==> config.mk <==
export PLATFORM = sky130hd
export DESIGN_NAME = irq_level_eval
export DESIGN_NICKNAME = d
export VERILOG_FILES = /design/src/rtl/irq_eval_pkg.sv /design/src/rtl/irq_prio_enc.sv /design/src/rtl/irq_level_select.sv /design/src/rtl/irq_level_eval.sv
export SDC_FILE = /design/constraint.sdc
export NUM_CORES = 1
export LEC_CHECK = 0
export ABC_AREA = 1
export CORE_MARGIN = 5
export CORE_UTILIZATION = 26
export DETAILED_ROUTE_END_ITERATION = 10
export GPL_TIMING_DRIVEN = 0
export PLACE_DENSITY = 0.5
export SLEW_MARGIN = 20
export SYNTH_ARGS = -nofsm -noshare
export SYNTH_HDL_FRONTEND = slang
export SYNTH_HIERARCHICAL = 1
export SYNTH_SLANG_ARGS = --single-unit
==> constraint.sdc <==
create_clock -name clk -period 3.7 [get_ports clk]
set_clock_uncertainty 0.2 [all_clocks]
set_input_delay 0.74 -clock clk [delete_from_list [all_inputs] [get_ports clk]]
set_output_delay 0.74 -clock clk [all_outputs]
set_load 0.005 [all_outputs]
==> src/rtl/irq_eval_pkg.sv <==
package irq_eval_pkg;

    localparam int DATA_W = 32;
    localparam int LVL_W  = 5;

    typedef struct packed {
        logic              armed;
        logic              trap;
        logic              err;
        logic [DATA_W-1:0] summary;
        logic [LVL_W-1:0]  level;
    } eval_state_t;

endpackage

==> src/rtl/irq_prio_enc.sv <==
module irq_prio_enc #(
    parameter int W     = 32,
    parameter int LO    = 4,
    parameter int HI    = 18,
    parameter int SUB   = 3,
    parameter int LVL_W = 5
) (
    input  logic [W-1:0]     vec_i,
    output logic             hit_o,
    output logic [LVL_W-1:0] lvl_o,
    output logic [W-1:0]     masked_o
);

    // keep only the bits inside the level window
    for (genvar g = 0; g < W; g++) begin : g_mask
        if (g >= LO && g <= HI) begin : g_in
            assign masked_o[g] = vec_i[g];
        end else begin : g_out
            assign masked_o[g] = 1'b0;
        end
    end

    // highest set bit wins: later iterations overwrite earlier ones
    always_comb begin
        hit_o = 1'b0;
        lvl_o = '0;
        for (int i = LO; i <= HI; i++) begin
            if (vec_i[i]) begin
                hit_o = 1'b1;
                lvl_o = LVL_W'(i - SUB);
            end
        end
    end

endmodule

==> src/rtl/irq_level_select.sv <==
module irq_level_select #(
    parameter int LVL_W = 5
) (
    input  logic             sw_hit_i,
    input  logic [LVL_W-1:0] sw_lvl_i,
    input  logic             ext_hit_i,
    input  logic [LVL_W-1:0] ext_lvl_i,
    input  logic [LVL_W-1:0] cur_ipl_i,
    output logic [LVL_W-1:0] win_lvl_o,
    output logic             take_o
);

    always_comb begin
        if (ext_hit_i) begin
            win_lvl_o = ext_lvl_i;
        end else if (sw_hit_i) begin
            win_lvl_o = sw_lvl_i;
        end else begin
            win_lvl_o = '0;
        end
        take_o = (win_lvl_o != '0) && (win_lvl_o > cur_ipl_i);
    end

endmodule

==> src/rtl/irq_level_eval.sv <==
module irq_level_eval
    import irq_eval_pkg::*;
#(
    parameter int SW_LO  = 4,
    parameter int SW_HI  = 18,
    parameter int EXT_LO = 20,
    parameter int EXT_HI = 31,
    parameter int AST_W  = 4
) (
    input  logic              clk,
    input  logic              rst_n,
    input  logic              arm_i,
    input  logic [DATA_W-1:0] sw_req_i,
    input  logic [DATA_W-1:0] ext_irq_i,
    input  logic [LVL_W-1:0]  cur_ipl_i,
    input  logic [AST_W-1:0]  ast_req_i,
    output logic              trap_o,
    output logic              armed_o,
    output logic              ast_err_o,
    output logic [DATA_W-1:0] irq_summary_o,
    output logic [LVL_W-1:0]  win_level_o
);

    localparam int SW_SUB = SW_LO - 1;
    localparam logic [DATA_W-1:0] EXT_MASK =
        (({DATA_W{1'b1}} >> (DATA_W - 1 - EXT_HI)) >> EXT_LO) << EXT_LO;

    eval_state_t st_d, st_q;

    logic              sw_hit, ext_hit, take;
    logic [LVL_W-1:0]  sw_lvl, ext_lvl, win_lvl;
    logic [DATA_W-1:0] sw_masked, ext_masked;

    irq_prio_enc #(
        .W(DATA_W), .LO(SW_LO), .HI(SW_HI), .SUB(SW_SUB), .LVL_W(LVL_W)
    ) u_sw_enc (
        .vec_i(sw_req_i), .hit_o(sw_hit), .lvl_o(sw_lvl), .masked_o(sw_masked)
    );

    irq_prio_enc #(
        .W(DATA_W), .LO(EXT_LO), .HI(EXT_HI), .SUB(0), .LVL_W(LVL_W)
    ) u_ext_enc (
        .vec_i(ext_irq_i), .hit_o(ext_hit), .lvl_o(ext_lvl), .masked_o(ext_masked)
    );

    irq_level_select #(
        .LVL_W(LVL_W)
    ) u_sel (
        .sw_hit_i(sw_hit), .sw_lvl_i(sw_lvl),
        .ext_hit_i(ext_hit), .ext_lvl_i(ext_lvl),
        .cur_ipl_i(cur_ipl_i),
        .win_lvl_o(win_lvl), .take_o(take)
    );

    always_comb begin
        st_d      = st_q;
        st_d.trap = 1'b0;
        st_d.err  = 1'b0;
        if (st_q.armed) begin
            st_d.armed = arm_i;
            if (ast_req_i != '0) begin
                st_d.err = 1'b1;
            end else if (take) begin
                st_d.trap    = 1'b1;
                st_d.summary = sw_masked | ext_masked;
                st_d.level   = win_lvl;
            end
        end else if (arm_i) begin
            st_d.armed = 1'b1;
        end
    end

    always_ff @(posedge clk or negedge rst_n) begin
        if (!rst_n) begin
            st_q <= '0;
        end else begin
            st_q <= st_d;
        end
    end

    assign trap_o        = st_q.trap;
    assign armed_o       = st_q.armed;
    assign ast_err_o     = st_q.err;
    assign irq_summary_o = st_q.summary;
    assign win_level_o   = st_q.level;

    AST_TRAP_NEEDS_ARM: assert property (@(posedge clk) disable iff (!rst_n)
        trap_o |-> $past(armed_o));
    AST_TRAP_ABOVE_IPL: assert property (@(posedge clk) disable iff (!rst_n)
        trap_o |-> (win_level_o > $past(cur_ipl_i)));
    AST_STATUS_HOLD: assert property (@(posedge clk) disable iff (!rst_n)
        !trap_o |-> ($stable(irq_summary_o) && $stable(win_level_o)));
    AST_EXT_PRECEDES: assert property (@(posedge clk) disable iff (!rst_n)
        (trap_o && ((irq_summary_o & EXT_MASK) != '0)) |-> (int'(win_level_o) >= EXT_LO));
    AST_ERR_NO_TRAP: assert property (@(posedge clk) disable iff (!rst_n)
        ast_err_o |-> !trap_o);
    AST_ARM_CLEARS: assert property (@(posedge clk) disable iff (!rst_n)
        (armed_o && !arm_i) |=> !armed_o);

endmodule

==> run_results.csv <==
group,metric,value,unit
status,outcome,"complete, no violations",
yosys,synth_adder_area_share,1.988,%
floorplan,dieHeight,120.0,um
global_routing,grt-ovfl-total,0,
timing,fin_hold_ws,217.6,ps
yosys,synth_compound_area_share,1.272,%
timing,fmax,285.1,MHz
yosys,netlist-cell-type-count,26,
yosys,seq_area_frac_synth,31.81,%
worst_setup_path,path_max_fanout,10,
job,max_cap_violations,0,
global_routing,grt_max_degree,24,
drt,dr.pass1.iters,4,
global_routing,grt_pass1_wl,14010,um
worst_setup_path,cp_data_required_time,3670,ps
yosys,syn_area_per_cell,6.667,um^2
drt,vias_per_cell,3.851,
power,total_switching_power,462.6,uW
clocking,clkLatencyLatePin,280,ps
floorplan,rows,40,
cells_and_area,areaGrowthSynthToFinish,47.16,%
clocking,cts_sinks,40,
yosys,synth_xor_area_share,0,%
hold_path,hold_class,"primary input to asynchronous set/reset pin",
timing,min_period_over_period,94.81,%
drt,vias,2869,
drt,drt_iter0_markers,110,
global_routing,gr-usage-met1,15.46,%
global_routing,antenna_found_initial,0,
cells_and_area,final_common_cell,"nand2_1",
floorplan,initial_utilization,26.31,%
worst_setup_path,start_kind,"primary input",
global_routing,grt.busiest_layer,"met2",
power,p_comb_share,35.0,%
floorplan,core-area,11960,um^2
timing,drv_slew,0,
power,switching_share,28.52,%
clocking,postCtsHoldBufs,0,
power,power.share.clock,27.4,%
yosys,synthSimpleGateAreaFrac,32.01,%
floorplan,die_x,120.0,um
placement,pre_cts_ws,-485.6,ps
placement,numPortBuffers,78,
worst_setup_path,critPathCaptureType,"register",
clocking,cts_root_buffer,"clkbuf_16",
timing,period_needed,3508,ps
clocking,numCtsBuffers,5,
floorplan,dieArea,14400,um^2
timing,setup_ws,192.2,ps
placement,place.gp.congestion,0.7773,
global_routing,met3_usage,2.309,%
timing,finalSetupViolations,0,
power,leakagePower,0.002576,uW
power,seqPwrFrac,37.6,%
placement,hpwl,6539,um
timing,hold_violations,0,
cells_and_area,drive_gt1_share,23.24,%
worst_setup_path,arrival,3470,ps
global_routing,use_met2,20.76,%
drt,wl_per_cell,11.08,um
floorplan,io_pins,116,
drt,antenna_left,0,
yosys,yosys_register_bits,40,
power,intPower,1160,uW
global_routing,first_global_vias,2945,
cells_and_area,design_area,4631,um^2
cells_and_area,diodes,0,
cells_and_area,nNetsFinal,678,
drt,totalWireLength,8252,um
cells_and_area,n_fill_cell,1253,
placement,placed_area,4269,um^2
clocking,clk_pin_slew,60,ps
yosys,yosysWarnings,6,
yosys,synth_top_family_by_area,"buffers and inverters",
yosys,syn_inst,472,
power,power_density,350.3,nW/um^2
clocking,cts.htree.levels,2,
yosys,synth_area,3147,um^2
yosys,synthMuxAreaShare,0,%
global_routing,grt_usage,11.99,%
clocking,clockBufferDepth,2,
drt,drc,0,
worst_setup_path,setup.worst_path.class,"primary input to register",
clocking,cts_tree,"yes",
cells_and_area,final_cell_mix,"nand2_1, inv_1, buf_4, clkdlybuf4s50_1, dfrtp_1",
power,ir_worst_vdd,177.6,uV
critical path: stages:
cell	delay (ps)
clkdlybuf4s50_1	490
nor4_4	370
nand3_2	170
nand2_1	100
nor2_1	50
nor2_2	130
inv_2	70
ha_4	260
nand2_1	60
nor2_2	140
nand2_1	60
nand3_1	60
nand2_1	60
nor2_1	110
nand2_1	70
inv_2	70
nand3_2	70
buf_6	140
buf_6	140
nand2_1	60
nand2_1	60
cells by family after synthesis:
kind of cell	count (synthesis)
AND/OR/NAND/NOR	226
AO/OA/AOI/OAI	6
flip-flops	40
buffers and inverters	193
other	2
adder cells (fa/ha/maj)	5
power groups by stage:
stage / clock, uW / combinational [uW] / sequential (uW)
final: 445 / 568 / 610
after floorplan: 0 / 222 / 619
after global routing: 480 / 634 / 625
after CTS: 461 / 568 / 612
after detailed placement: 0 / 557 / 617
after global placement: 0 / 552 / 616
repair_timing:
action / 4_1_cts / 5_1_grt
setup buffers: 2 / 1
setup endpoints to repair: 31 / 38
resized for setup: 14 / 32
pin swaps: 4 / 8
layout make-up:
type                       count  area, um^2  share of cell area (%)
timing repair buffer          82       863.3                   18.64
tap                          147       183.9                   3.972
clock buffer                   6       138.9                   2.999
sequential                    40        1001                   21.62
clock inverter                 2       10.01                  0.2162
buffer                        83       643.1                   13.89
inverter                     110       412.9                   8.917
multi-input combinational    275        1378                   29.75
path summary, 6_finish.rpt:
check,startpoint,to,slack (ps),depth (start not counted)
hold reg to reg,irq_summary_o[5],irq_summary_o[5],280,2
min in group clk,irq_summary_o[5],irq_summary_o[5],280,2
max in group asynchronous,rst_n,ast_err_o,2600,2
hold / removal,rst_n,irq_summary_o[10],220,1
setup reg to reg,armed_o,irq_summary_o[21],2400,7
setup / recovery,sw_req_i[13],irq_summary_o[21],190,21
cells in the mapped netlist:
library cell,n,area share [%]
dfrtp_1,40,32
o21ai_0,1,0.16
a21oi_2,1,0.28
ha_1,5,2.0
nand2_1,153,18
inv_2,14,1.7
nor3_1,1,0.16
nand3_2,1,0.32
buf_2,3,0.48
nor2_4,1,0.36
a21oi_1,1,0.16
nor2_1,8,0.95
o21ai_1,1,0.16
buf_6,3,1.1
nor2_2,4,0.80
o21ai_2,1,0.28
buf_4,74,18
nor4_2,1,0.40
clkbuf_1,3,0.36
nand3_1,14,2.2
nand2_2,3,0.60
conb_1,2,0.24
inv_1,96,11
nand4_1,37,7.4
a21boi_1,1,0.24
nor4_1,3,0.60
per-stage QoR:
stage | total power, uW | std cells | TNS, ps | utilization (%)
2_1_floorplan | 840.8 | 508 | 0 | -
3_3_place_gp | 1168 | 733 | -14770 | 35.50
3_5_place_dp | 1175 | 734 | -15230 | 35.69
4_1_cts | 1641 | 744 | 0 | 37.57
5_1_grt | 1739 | 745 | -132.8 | 38.71
6_report | 1622 | 745 | 0 | 38.71
per-layer routing:
metal	vias up	part of all wire, %	wire [um]
li1	1550	-	-
met1	1261	47	3888
met2	50	48	3978
met3	8	3.7	308
met4	0	0.92	76
met5	-	0	0
state kept, by name, indices dropped and copies added (netlist names):
register	flops
armed_o	1
trap_o	1
win_level_o	5
irq_summary_o	32
ast_err_o	1
Power figures use the tool's default switching activity.
